`config.mk`:
```
export PLATFORM = sky130hd
export DESIGN_NAME = core_pause_ctrl
export DESIGN_NICKNAME = d
export VERILOG_FILES = /design/src/rtl/pause_pkg.sv /design/src/rtl/pause_edge_det.sv /design/src/rtl/pause_wake_arb.sv /design/src/rtl/pause_fsm.sv /design/src/rtl/core_pause_ctrl.sv
export SDC_FILE = /design/constraint.sdc
export NUM_CORES = 1
export LEC_CHECK = 0
export BUFFER_PORTS_ARGS = -buffer_cell sky130_fd_sc_hd__buf_2
export CAP_MARGIN = 30
export CORE_MARGIN = 5
export CORE_UTILIZATION = 25
export DETAILED_ROUTE_END_ITERATION = 10
export PLACE_DENSITY_LB_ADDON = 0.3
export SYNTH_ARGS = -nofsm -noshare
export SYNTH_HDL_FRONTEND = slang
export SYNTH_SLANG_ARGS = --single-unit
```
`constraint.sdc`:
```
create_clock -name clk -period 2.8 [get_ports clk]
set_input_delay 0.56 -clock clk [delete_from_list [all_inputs] [get_ports clk]]
set_output_delay 0.56 -clock clk [all_outputs]
set_load 0.1 [all_outputs]
```
`src/rtl/pause_pkg.sv`:
```
package pause_pkg;

   typedef enum logic [1:0] {
      PS_RUN  = 2'b00,
      PS_HALT = 2'b01,
      PS_STOP = 2'b10
   } pause_state_e;

   typedef enum logic [1:0] {
      WC_IRQ  = 2'b00,
      WC_NMI  = 2'b01,
      WC_DBG  = 2'b10,
      WC_INIT = 2'b11
   } wake_cause_e;

endpackage

```
`src/rtl/pause_edge_det.sv`:
```
module pause_edge_det #(
   parameter int SYNC_STAGES = 0
) (
   input  logic clk,
   input  logic rst_n,
   input  logic din,
   output logic rise
);
   logic level;
   logic level_q;

   generate
      if (SYNC_STAGES == 0) begin : g_direct
         assign level = din;
      end else begin : g_sync
         logic [SYNC_STAGES-1:0] sync_q;
         always_ff @(posedge clk or negedge rst_n) begin
            if (!rst_n) sync_q <= '0;
            else if (SYNC_STAGES == 1) sync_q <= din;
            else sync_q <= {sync_q[SYNC_STAGES-2:0], din};
         end
         assign level = sync_q[SYNC_STAGES-1];
      end
   endgenerate

   always_ff @(posedge clk or negedge rst_n) begin
      if (!rst_n) level_q <= 1'b0;
      else        level_q <= level;
   end

   assign rise = level & ~level_q;
endmodule

```
`src/rtl/pause_wake_arb.sv`:
```
module pause_wake_arb
   import pause_pkg::*;
#(
   parameter int N_IRQ = 4
) (
   input  logic [N_IRQ-1:0] irq,
   input  logic             irq_masked,
   input  logic             nmi_rise,
   input  logic             dbg_evt,
   input  logic             init_req,
   output logic             wake,
   output wake_cause_e      cause
);
   logic irq_live;

   assign irq_live = (|irq) & ~irq_masked;

   always_comb begin
      wake  = 1'b1;
      cause = WC_IRQ;
      if (nmi_rise)      cause = WC_NMI;
      else if (dbg_evt)  cause = WC_DBG;
      else if (init_req) cause = WC_INIT;
      else if (irq_live) cause = WC_IRQ;
      else               wake  = 1'b0;
   end
endmodule

```
`src/rtl/pause_fsm.sv`:
```
module pause_fsm
   import pause_pkg::*;
(
   input  logic         clk,
   input  logic         rst_n,
   input  logic         halt_dec,
   input  logic         stop_dec,
   input  logic         irq_en,
   input  logic         wake,
   input  wake_cause_e  cause_in,
   output pause_state_e state,
   output logic         irq_masked,
   output logic         wake_vld,
   output wake_cause_e  wake_cause
);
   pause_state_e state_nx;
   logic         masked_nx;
   logic         vld_nx;

   always_comb begin
      state_nx  = state;
      masked_nx = irq_masked;
      vld_nx    = 1'b0;
      unique case (state)
         PS_RUN: begin
            if (stop_dec) begin
               state_nx = PS_STOP;
            end else if (halt_dec) begin
               state_nx  = PS_HALT;
               masked_nx = ~irq_en;
            end
         end
         PS_HALT: begin
            if (wake) begin
               state_nx = PS_RUN;
               vld_nx   = 1'b1;
            end
         end
         default: state_nx = PS_STOP;
      endcase
   end

   always_ff @(posedge clk or negedge rst_n) begin
      if (!rst_n) begin
         state      <= PS_RUN;
         irq_masked <= 1'b0;
         wake_vld   <= 1'b0;
         wake_cause <= WC_IRQ;
      end else begin
         state      <= state_nx;
         irq_masked <= masked_nx;
         wake_vld   <= vld_nx;
         if (vld_nx) wake_cause <= cause_in;
      end
   end
endmodule

```
`src/rtl/core_pause_ctrl.sv`:
```
module core_pause_ctrl
   import pause_pkg::*;
#(
   parameter int N_IRQ           = 4,
   parameter int NMI_SYNC_STAGES = 0
) (
   input  logic             clk,
   input  logic             rst_n,
   input  logic             halt_dec,
   input  logic             stop_dec,
   input  logic [N_IRQ-1:0] irq,
   input  logic             irq_en,
   input  logic             nmi,
   input  logic             dbg_evt,
   input  logic             init_req,
   output logic             run_en,
   output logic             clk_en,
   output logic [1:0]       state_o,
   output logic             wake_vld,
   output logic [1:0]       wake_cause
);
   localparam int MAX_IRQ  = 64;
   localparam int MAX_SYNC = 4;

   generate
      if (N_IRQ < 1 || N_IRQ > MAX_IRQ) begin : g_bad_irq
         $error("core_pause_ctrl: N_IRQ out of range");
      end
      if (NMI_SYNC_STAGES < 0 || NMI_SYNC_STAGES > MAX_SYNC) begin : g_bad_sync
         $error("core_pause_ctrl: NMI_SYNC_STAGES out of range");
      end
   endgenerate

   logic         nmi_rise;
   logic         irq_masked;
   logic         wake;
   wake_cause_e  cause;
   pause_state_e state;
   wake_cause_e  cause_q;

   pause_edge_det #(.SYNC_STAGES(NMI_SYNC_STAGES)) u_nmi_edge (
      .clk   (clk),
      .rst_n (rst_n),
      .din   (nmi),
      .rise  (nmi_rise)
   );

   pause_wake_arb #(.N_IRQ(N_IRQ)) u_arb (
      .irq        (irq),
      .irq_masked (irq_masked),
      .nmi_rise   (nmi_rise),
      .dbg_evt    (dbg_evt),
      .init_req   (init_req),
      .wake       (wake),
      .cause      (cause)
   );

   pause_fsm u_fsm (
      .clk        (clk),
      .rst_n      (rst_n),
      .halt_dec   (halt_dec),
      .stop_dec   (stop_dec),
      .irq_en     (irq_en),
      .wake       (wake),
      .cause_in   (cause),
      .state      (state),
      .irq_masked (irq_masked),
      .wake_vld   (wake_vld),
      .wake_cause (cause_q)
   );

   assign run_en     = (state == PS_RUN);
   assign clk_en     = (state != PS_STOP);
   assign state_o    = state;
   assign wake_cause = cause_q;
endmodule

```
==> results.txt <==
run status = finished clean
reg2reg setup slack = 1.67 ns
period utilization = 64.81%
area of the core = 0.001318 sq mm
worst r2r dst = u_fsm.wake_cause[0]$_DFFE_PN0P_
Worst Slack Setup Final = 0.9854 ns
later-pin clock latency in the skew report = 0.25 ns
predominant post-synthesis flop cell = dfrtp_1
type of element capturing the critical path = output pin
H-tree depth = 1
drt first pass iters = 2
Final Skew = 0.003061 ns
drc violations = 0
post-CTS setup buffer count = 0
Rows = 13
maximum VDD drop = 235.2 uV
ranking of synthesized cells by area = dfrtp_1 50%, nor4_4 6.0%, nor4b_2 4.3%
vias in the first global route = 268
minimum clock period = 1.815 ns
Placer Congestion = 0.7190
Post-synth EDFFs = 0
synthesized flop and latch total = 7
post-CTS resize count = 0
vias post-DR = 294
Top Ports = 19
diodes inserted = 0
initial antenna violation count = 0
layout overhead on the synthesized area = 38.43%
I/O Buffers = 18
Mapped Nets = 43
critical path, cell by cell = inv_1 > nand2_1 > buf_2
Max-slew headroom = 67.72%
Die ar. = 0.002256 sq mm
Net Sw Power = 50.44 uW
Critical Path Fanout Max = 5
critical path type = reg2out
most frequent cell after synthesis = dfrtp_1
TritonCTS buffer count = 3
Critical Path End = clk_en
Syn Area/Cell = 11.34 sq um
first-pass GRT wire length = 1117 um
max-capacitance violation count = 0
CP max-delay cell = dfrtp_1
max-slew violations = 0
Netlist cell types = 17
routed len/inst = 10.44 um
die height = 47.50 um
total wire length = 710 um
most frequent cells after synthesis = 7 x dfrtp_1, 3 x inv_1, 3 x nand2_1, 3 x nor2_1
final number of setup-violating endpoints = 0
Syn Std Cell Area = 351.6 sq um
Reg clk slew, reported paths = 0.05 ns
CP startpoint kind = flip-flop
GRT Util Overall = 7.296%
CP max stage delay = 0.45 ns
Hold Path Class = in2async
Net Sw Frac = 22.91%
largest net degree at the start of global routing = 8
Critical Path AT = 1.25 ns
Leak Pwr = 0.2416 nW
RSZ-0062 raised after global routing = false
Clock Path Buffers = 2
Logic pwr share = 10.3%
final instance area = 486.7 sq um
placed inst area = 460.4 sq um
Synth top area share = 49.82%
WP data required = 2.24 ns
worst hold slack = 0.1356 ns
initial drt markers = 2
Syn Inst Count = 31
Cell Int Power = 169.7 uW
Via density = 4.324
GRT overflow = 0
Reg power frac = 48.7%
Fmax achieved = 0.5511 GHz
Sum Neg Setup Slack = 0 ns
layout cells sized above 1 = 49.06%
r2r startpoint = u_fsm.state[1]$_DFFE_PN0P_
root buffer cell = clkbuf_4
PD cells = 452.4 mW/mm^2
Post-DRT Antenna Nets = 0
path depth of the worst reg2reg path = 3
Slew @ Worst Pin = 0.4875 ns
dpl ws = 1.242 ns
Synth Warn # = 0
Num Clock Sinks = 7
Clock power frac = 41.0%
Synth area leader = dfrtp_1
Net count, final = 66
Die Wd = 47.50 um
TritonCTS clock tree = built
final hold vios = 0
starting density of the core = 26.69%
Seq/Total Area, Yosys = 49.82%
Hold-fix buffers, CTS = 0
Async S/R FF share, synth = 100.0%
crit path from = u_fsm.state[0]$_DFFE_PN0P_
[power by group through the flow]
| stage | Sequential (mW) | Clock, mW | Combinational (mW) |
|---|---|---|---|
| final | 0.107 | 0.0902 | 0.0226 |
| after CTS | 0.107 | 0.0910 | 0.0231 |
| after floorplan | 0.108 | 0 | 0.00966 |
| after detailed placement | 0.109 | 0 | 0.0230 |
| after global routing | 0.108 | 0.0995 | 0.0262 |
| after global placement | 0.109 | 0 | 0.0227 |
[area by class of cell]
class	count	area [sq um]
Inverter	3	11.26
Clock buffer	4	26.28
Fill cell	138	830.8
Tap cell	15	18.77
Multi-Input combinational cell	21	165.2
Sequential cell	7	175.2
Timing Repair Buffer	18	90.09
[per-layer routing]
layer / up-vias / GRT usage, % / share of wire [%]
met4: 0 / 4.972 / 2.1
li1: 152 / - / -
met2: 14 / 9.893 / 40
met1: 125 / 9.751 / 44
met3: 3 / 2.256 / 13
met5: - / 0 / 0
[critical path: cells and delay by family, from the launching register on]
family / cells / cell delay, ns
buffers and inverters: 2 / 0.50
flip-flops: 1 / 0.45
AND/OR/NAND/NOR: 1 / 0.06
[how the worst min path moves through the flow]
| stage | to | slack [ns] | cells after the start |
|---|---|---|---|
| after floorplan | u_fsm.irq_masked$_DFFE_PN0P_ | 0.26 | 0 |
| after global placement | u_nmi_edge.level_q$_DFF_PN0_ | 0.40 | 1 |
| after detailed placement | u_nmi_edge.level_q$_DFF_PN0_ | 0.40 | 1 |
| after CTS | u_fsm.wake_cause[1]$_DFFE_PN0P_ | 0.14 | 1 |
| after global routing | u_nmi_edge.level_q$_DFF_PN0_ | 0.14 | 1 |
| final | u_fsm.wake_cause[1]$_DFFE_PN0P_ | 0.14 | 1 |
[registers in the layout, indices dropped and copies added (netlist names)]
signal	flops
u_nmi_edge.level_q	1
u_fsm.irq_masked	1
u_fsm.state	2
u_fsm.wake_vld	1
u_fsm.wake_cause	2
[cell families after synthesis]
logic type	synth area share, %
and+or+nand+nor	28.47
DFF	49.82
muxes	3.203
buffers and inverters	3.203
AOI/OAI and AO/OA	15.30
[metrics by stage]
step                util (%)  instances  power (mW)
floorplan                  -         31      0.1179
global placement       34.95         64      0.1314
detailed placement     34.95         64      0.1318
CTS                    36.94         68      0.2212
global route           36.94         68      0.2336
finish                 36.94         68      0.2202
[cells in the final DEF (no fill, tap or decap)]
| cell | count |
|---|---|
| o211ai_1 | 2 |
| nor2_1 | 3 |
| o31ai_1 | 1 |
| inv_1 | 3 |
| clkbuf_4 | 3 |
| nor4b_2 | 1 |
| dfrtp_1 | 7 |
| clkbuf_1 | 1 |
| o21ba_2 | 1 |
| nor4_4 | 1 |
| buf_2 | 18 |
| a21o_1 | 1 |
| nor2_2 | 1 |
| mux2_1 | 1 |
| a21oi_1 | 1 |
| o311ai_1 | 1 |
| nand2b_4 | 1 |
| or3b_1 | 1 |
| nand2b_1 | 2 |
| nand2_1 | 3 |
No activity file was read; power rests on OpenSTA's default activity.
